## src/rtl/permatch_pkg.sv

```systemverilog
package permatch_pkg;
    localparam int CNT_W  = 16;
    localparam int BYTE_W = 8;
    localparam int SEL_W  = 3;
    localparam int PS_W   = 1 << SEL_W;
    localparam int ADDR_W = 2;

    localparam logic [ADDR_W-1:0] ADDR_CTRL = 2'd0;
    localparam logic [ADDR_W-1:0] ADDR_PLO  = 2'd1;
    localparam logic [ADDR_W-1:0] ADDR_PHI  = 2'd2;

    typedef struct packed {
        logic [SEL_W-1:0] sel;
        logic             en;
    } ctrl_t;

    typedef struct packed {
        ctrl_t            ctrl;
        logic [CNT_W-1:0] period;
    } regs_t;

    typedef struct packed {
        logic [CNT_W-1:0] cnt;
        logic             en_prev;
        logic             match;
    } cnt_state_t;
endpackage

```

## src/rtl/permatch_regs.sv

```systemverilog
module permatch_regs
    import permatch_pkg::*;
(
    input  logic                clk,
    input  logic                rst_n,
    input  logic                wr_en,
    input  logic [ADDR_W-1:0]   wr_addr,
    input  logic [BYTE_W-1:0]   wr_data,
    output logic                en_o,
    output logic [SEL_W-1:0]    sel_o,
    output logic [CNT_W-1:0]    period_o
);
    regs_t r_d, r_q;
    logic  unused_bits;

    assign unused_bits = ^wr_data[BYTE_W-1:SEL_W+1];

    always_comb begin
        r_d = r_q;
        if (wr_en) begin
            case (wr_addr)
                ADDR_CTRL: r_d.ctrl = ctrl_t'(wr_data[SEL_W:0]);
                ADDR_PLO:  r_d.period[BYTE_W-1:0] = wr_data;
                ADDR_PHI:  r_d.period[CNT_W-1:BYTE_W] = wr_data;
                default:   r_d = r_q;
            endcase
        end
    end

    always_ff @(posedge clk or negedge rst_n) begin
        if (!rst_n) r_q <= '0;
        else        r_q <= r_d;
    end

    assign en_o     = r_q.ctrl.en;
    assign sel_o    = r_q.ctrl.sel;
    assign period_o = r_q.period;

    assert_ctrl_write_R2: assert property (@(posedge clk) disable iff (!rst_n)
        (wr_en && wr_addr == ADDR_CTRL) |=> (en_o == $past(wr_data[0]) && sel_o == $past(wr_data[SEL_W:1])));
    assert_plo_write_R2: assert property (@(posedge clk) disable iff (!rst_n)
        (wr_en && wr_addr == ADDR_PLO) |=> (period_o[BYTE_W-1:0] == $past(wr_data)));
endmodule

```

## src/rtl/permatch_presc.sv

```systemverilog
module permatch_presc
    import permatch_pkg::*;
(
    input  logic             clk,
    input  logic             rst_n,
    input  logic             en_i,
    input  logic [SEL_W-1:0] sel_i,
    output logic             tick_o
);
    logic [PS_W-1:0] ps_d, ps_q;
    logic [PS_W-1:0] mask;

    for (genvar i = 0; i < PS_W; i++) begin : g_mask
        assign mask[i] = (i <= int'(sel_i));
    end

    always_comb begin
        ps_d = ps_q;
        if (!en_i) ps_d = '0;
        else       ps_d = ps_q + 1'b1;
    end

    always_ff @(posedge clk or negedge rst_n) begin
        if (!rst_n) ps_q <= '0;
        else        ps_q <= ps_d;
    end

    assign tick_o = en_i && ((ps_q & mask) == mask);

    assert_div_clear_R3: assert property (@(posedge clk) disable iff (!rst_n)
        !en_i |=> (ps_q == '0));
    assert_tick_spacing_R3: assert property (@(posedge clk) disable iff (!rst_n)
        tick_o |=> !tick_o);
endmodule

```

## src/rtl/permatch_counter.sv

```systemverilog
module permatch_counter
    import permatch_pkg::*;
(
    input  logic             clk,
    input  logic             rst_n,
    input  logic             en_i,
    input  logic             tick_i,
    input  logic [CNT_W-1:0] period_i,
    output logic [CNT_W-1:0] cnt_o,
    output logic             match_o
);
    cnt_state_t s_d, s_q;
    logic       hit;

    assign hit = (period_i <= CNT_W'(1)) || (s_q.cnt == period_i);

    always_comb begin
        s_d         = s_q;
        s_d.en_prev = en_i;
        s_d.match   = 1'b0;
        if (en_i) begin
            if (!s_q.en_prev) begin
                s_d.cnt = CNT_W'(1);
            end else if (tick_i) begin
                if (hit) begin
                    s_d.cnt   = CNT_W'(1);
                    s_d.match = 1'b1;
                end else begin
                    s_d.cnt = s_q.cnt + 1'b1;
                end
            end
        end
    end

    always_ff @(posedge clk or negedge rst_n) begin
        if (!rst_n) s_q <= '0;
        else        s_q <= s_d;
    end

    assign cnt_o   = s_q.cnt;
    assign match_o = s_q.match;

    assert_start_one_R4: assert property (@(posedge clk) disable iff (!rst_n)
        (en_i && !s_q.en_prev) |=> (cnt_o == CNT_W'(1)));
    assert_reload_one_R5: assert property (@(posedge clk) disable iff (!rst_n)
        match_o |-> (cnt_o == CNT_W'(1)));
    assert_pulse_single_R6: assert property (@(posedge clk) disable iff (!rst_n)
        match_o |=> !match_o);
    assert_hold_R7: assert property (@(posedge clk) disable iff (!rst_n)
        !en_i |=> ($stable(cnt_o) && !match_o));
endmodule

```

## src/rtl/permatch_timer.sv

```systemverilog
module permatch_timer
    import permatch_pkg::*;
(
    input  logic              clk,
    input  logic              rst_n,
    input  logic              wr_en,
    input  logic [1:0]        wr_addr,
    input  logic [7:0]        wr_data,
    output logic [7:0]        cnt_lo,
    output logic [7:0]        cnt_hi,
    output logic              match_flag
);
    logic             en;
    logic [SEL_W-1:0] sel;
    logic [CNT_W-1:0] period;
    logic             tick;
    logic [CNT_W-1:0] cnt;

    permatch_regs u_regs (
        .clk      (clk),
        .rst_n    (rst_n),
        .wr_en    (wr_en),
        .wr_addr  (wr_addr),
        .wr_data  (wr_data),
        .en_o     (en),
        .sel_o    (sel),
        .period_o (period)
    );

    permatch_presc u_presc (
        .clk    (clk),
        .rst_n  (rst_n),
        .en_i   (en),
        .sel_i  (sel),
        .tick_o (tick)
    );

    permatch_counter u_cnt (
        .clk      (clk),
        .rst_n    (rst_n),
        .en_i     (en),
        .tick_i   (tick),
        .period_i (period),
        .cnt_o    (cnt),
        .match_o  (match_flag)
    );

    assign cnt_lo = cnt[BYTE_W-1:0];
    assign cnt_hi = cnt[CNT_W-1:BYTE_W];

    assert_match_needs_enable_R7: assert property (@(posedge clk) disable iff (!rst_n)
        match_flag |-> $past(en));
endmodule

```

## config.mk

```make
export PLATFORM = sky130hd
export DESIGN_NAME = permatch_timer
export DESIGN_NICKNAME = d
export VERILOG_FILES = /design/src/rtl/permatch_pkg.sv /design/src/rtl/permatch_regs.sv /design/src/rtl/permatch_presc.sv /design/src/rtl/permatch_counter.sv /design/src/rtl/permatch_timer.sv
export SDC_FILE = /design/constraint.sdc
export NUM_CORES = 1
export LEC_CHECK = 0
export ABC_AREA = 0
export CELL_PAD_IN_SITES_DETAIL_PLACEMENT = 1
export CELL_PAD_IN_SITES_GLOBAL_PLACEMENT = 2
export CORE_MARGIN = 1
export CORE_UTILIZATION = 30
export DETAILED_ROUTE_END_ITERATION = 12
export PLACE_DENSITY_LB_ADDON = 0.05
export SLEW_MARGIN = 10
export SYNTH_ARGS = -nofsm -noshare
export SYNTH_HDL_FRONTEND = slang
export SYNTH_HIERARCHICAL = 1
export SYNTH_SLANG_ARGS = --single-unit
```

## constraint.sdc

```tcl
create_clock -name clk -period 2.8 [get_ports clk]
set_input_delay 0.56 -clock clk [delete_from_list [all_inputs] [get_ports clk]]
set_output_delay 0.56 -clock clk [all_outputs]
set_load 0.05 [all_outputs]
```

==> results <==
- The run finished with clean final reports.
- Traced cell by cell, the critical path runs through clkdlybuf4s50_1.
- The die is 91.9 um wide.
- After routing, the total negative slack on setup checks comes to 0 ns.
- The worst endpoint required time is 2.24 ns.
- The maximum number of pins on one net before global-route repair is 31.
- In the layout the commonest cells are 46 x dfrtp_1, 28 x clkdlybuf4s50_1, 27 x xor2_1, 20 x mux2_2, 16 x nor2_1.
- The sequential cell area is 0.00115 sq mm.
- The worst setup path is captured at an output port.
- In the final layout, the share of cells above drive strength 1 is 0.155.
- IR analysis of the VDD net gives a maximum drop of 0.248 mV.
- The cell area after placement is 0.00270 sq mm.
- The endpoint of the lowest-slack register-to-register path is u_cnt/cnt_o[10]$_DFFE_PN0P_.
- In this run the power density over the cells is 549 mW/mm^2.
- The clock tree synthesis step divided the H-tree into 2 levels.
- The post-layout utilization of the core is 0.362.
- The count of yosys warnings during synthesis is 6.
- After detailed routing, the number of remaining DRC violations is 0.
- The number of pins exceeding their max-slew limit in the final report was 0.
- Counting flops with a built-in enable in the synthesized netlist gives 0.
- After clock tree synthesis, the clock-pin slew on the worst setup and hold paths is 0.09 ns.
- For the final database, setup skew stands at 0.00723 ns.
- The critical path's slowest cell is clkdlybuf4s50_1.
- Detailed placement finished with a half-perimeter wire length of 4.29 mm.
- Summed over all layers, the global routing overflow is 0.
- The share of the synthesized area in the top cell type is 0.475.
- The reg-to-reg setup timing slack is 0.56 ns.
- On the final layout, the worst hold slack is 0.174 ns.
- The count of nets left with antenna violations after detail routing is 0.
- The worst setup path is of the flip-flop to output port kind.
- Summing all non-filler instances in the final layout gives an area of 0.00281 sq mm.
- The largest total area in the synthesized netlist belongs to dfrtp_1.
- The number of primary I/O pins is 30.
- The number of antenna diodes in the final layout is 0.
- The number of fill cells in the layout is 858.
- Measured along the y axis, the die boundary spans 91.9 um.
- The pre-antenna-repair detailed-routing pass consisted of 4 iterations.
- Counting both buffers and inverters, the worst setup path holds a total of 1.
- The gate count of the mapped netlist is 219.
- Timing would allow up to 0.445 GHz.
- For this block, the routed nets add up to 5.65 mm of wire.
- The placement row count is 32.
- For this configuration, the core starts out at a cell density of 0.312.
- For the pin with the worst max-slew slack, the measured transition is 0.499 ns.
- The area of the mapped netlist is 0.00242 sq mm.
- TritonCTS built the clock tree.
- Dividing the final minimum period by the clock period gives 0.803.
- The number of cell instances on the worst register-to-register path is 9.
- The multi-input combinational cells in the finished layout cover a total of 0.00112 sq mm.
- The dominant synthesized flop cell is dfrtp_1.
- After the last flow step, the layout net total stands at 253.
- Buffers inserted to repair hold after CTS numbered 0.
- The worst hold path belongs to the class input port to async pin.
- The origin of the worst setup path is u_cnt/cnt_o[12]$_DFFE_PN0P_.
- In this run the standard cell core region covers 0.00777 sq mm.
- The remaining max-slew budget at the tightest pin is 0.666.
- Along the worst path, the maximum fanout reaches 7.
- Setup violations remaining at the end of the flow were counted as 0.
- The average footprint of a synthesized cell is 11.1 sq um.
- The synthesized netlist net count is 234.
- The flip-flop and latch count after synthesis is 46.
- CTS saw 46 sinks.
- The congestion estimate from routability-driven global placement came to 0.736.
- In the synthesized netlist the async set-or-reset flop fraction comes to 1.00.
- The count of different cell masters after synthesis is 34.
- The total die area is 0.00844 sq mm.
- In this design, the stage delay of the slowest critical-path cell is 0.86 ns.
- The max capacitance violation total is 0.
- Gates resized during post-CTS repair numbered 0.
- The root buffer selected by CTS is clkbuf_8.
- The number of buffers inserted during clock tree synthesis is 5.
- Grouping stages by cell kind, the critical path spends the most delay in buffers and inverters.
- After synthesis, the cell types taking the most area are dfrtp_1 48%, xor2_1 9.8%, mux2_2 9.3%.
- The most frequent standard cell in the layout excluding fill and tap cells is dfrtp_1.
- During placement, the flow inserted port buffers numbering 29.
- Dividing the detail-routed via count by the number of cells gives 4.84.
- The via count of the routed design is 1651.
- The startpoint type of the worst setup path is a flip-flop.
- In this run the deepest clock path goes through 2 buffers.
- The critical register-to-register path startpoint is u_presc/ps_q[0]$_DFF_PN0_.
- The final count of hold timing violations is 0.
- The number of antenna violations at the first check in global routing is 0.
- For this run, the register share of the synthesized area comes to 0.475.
- The source-to-sink clock delay at the later pin of the worst-skew pair is 0.30 ns.
- For this block, the initial DRC count from the detailed router was 29.
- Setup repair after global routing left no endpoint under its margin.
- After clock tree synthesis, the setup repair step added 0 buffers.
- The number of global-route vias before repair was 1721.
- The worst path in the final design needs a cycle of 2.25 ns, including I/O delays and setup.
- Compared with the post-synthesis result, the final layout area differs by 16.0%.
- Dividing the detail-routed wire length by the instance count gives 16.6 um.
- Summed over all cells, the static leakage comes to 1.20 nW.
- The global-route wire length before repair is 9.51 mm.
- The overall power after layout is 1.54 mW.
- Data on the critical path arrives at its endpoint at 1.69 ns.
- Across every metal layer, demand over resource in global routing totals 0.147.
==> how the worst max path moves through the flow <==
stage	cells past startpoint	endpoint	slack, ns
global route	9	u_cnt/cnt_o[10]$_DFFE_PN0P_	0.35
floorplan	9	u_cnt/cnt_o[7]$_DFFE_PN0P_	0.82
finish	1	cnt_hi[4]	0.55
detailed placement	9	u_cnt/cnt_o[10]$_DFFE_PN0P_	0.55
CTS	1	cnt_hi[4]	0.50
global placement	9	u_cnt/cnt_o[7]$_DFFE_PN0P_	0.60
==> metal layers <==
| metal | share of wire | track usage | vias to the layer above |
|---|---|---|---|
| met1 | 0.47 | 0.198 | 839 |
| met2 | 0.50 | 0.246 | 27 |
| met4 | 0.010 | 0.0391 | 0 |
| met5 | 0 | 0 | - |
| li1 | - | - | 780 |
| met3 | 0.023 | 0.0240 | 5 |
==> where the power goes <==
part,total [mW],switching (mW),internal [mW],leakage (nW)
Clock,0.500,0.234,0.267,0.0514
Sequential,0.831,0.0975,0.734,0.590
Combinational,0.211,0.0969,0.114,0.553
==> sequential cells by signal, indices dropped and copies added (netlist names) <==
register and cells:
u_cnt/cnt_o 16, u_regs/en_o 1, u_regs/period_o 16, u_regs/sel_o 3, u_presc/ps_q 8, u_cnt/match_o 1
u_cnt/s_q 1
==> Yosys cell counts, drive strengths merged, types with 2 or more instances <==
cell type,number
nand2,14
and4,2
nand2b,2
nor2,16
dfrtp,46
o21ai,9
nand4,7
and2,7
nand3,8
nand3b,2
ha,2
nor2b,3
nor4,7
nor3,3
xor2,27
inv,2
a21oi,2
xnor2,9
and3,6
mux2,20
buf,18
==> per-stage QoR <==
| stage | worst slack (ns) | instances |
|---|---|---|
| after floorplan | 0.820 | 219 |
| after global placement | 0.602 | 333 |
| after detailed placement | 0.551 | 333 |
| after CTS | 0.501 | 341 |
| after global routing | 0.355 | 341 |
| final | 0.551 | 341 |
==> logic make-up after synthesis <==
logic type               synth area share
AO/OA/AOI/OAI                      0.0403
XOR/XNOR                            0.130
adder cells (fa/ha/maj)            0.0103
buffers and inverters              0.0620
flip-flops                          0.475
multiplexers                       0.0930
AND/OR/NAND/NOR                     0.189
==> cell type report <==
| type | instances | share of cell area |
|---|---|---|
| Clock inverter | 2 | 0.0134 |
| Sequential cell | 46 | 0.410 |
| Multi-Input combinational cell | 153 | 0.399 |
| Clock buffer | 6 | 0.0258 |
| Inverter | 2 | 0.00267 |
| Timing Repair Buffer | 30 | 0.104 |
| Tap cell | 102 | 0.0454 |
Note: power is estimated with default switching activity, not from simulation.
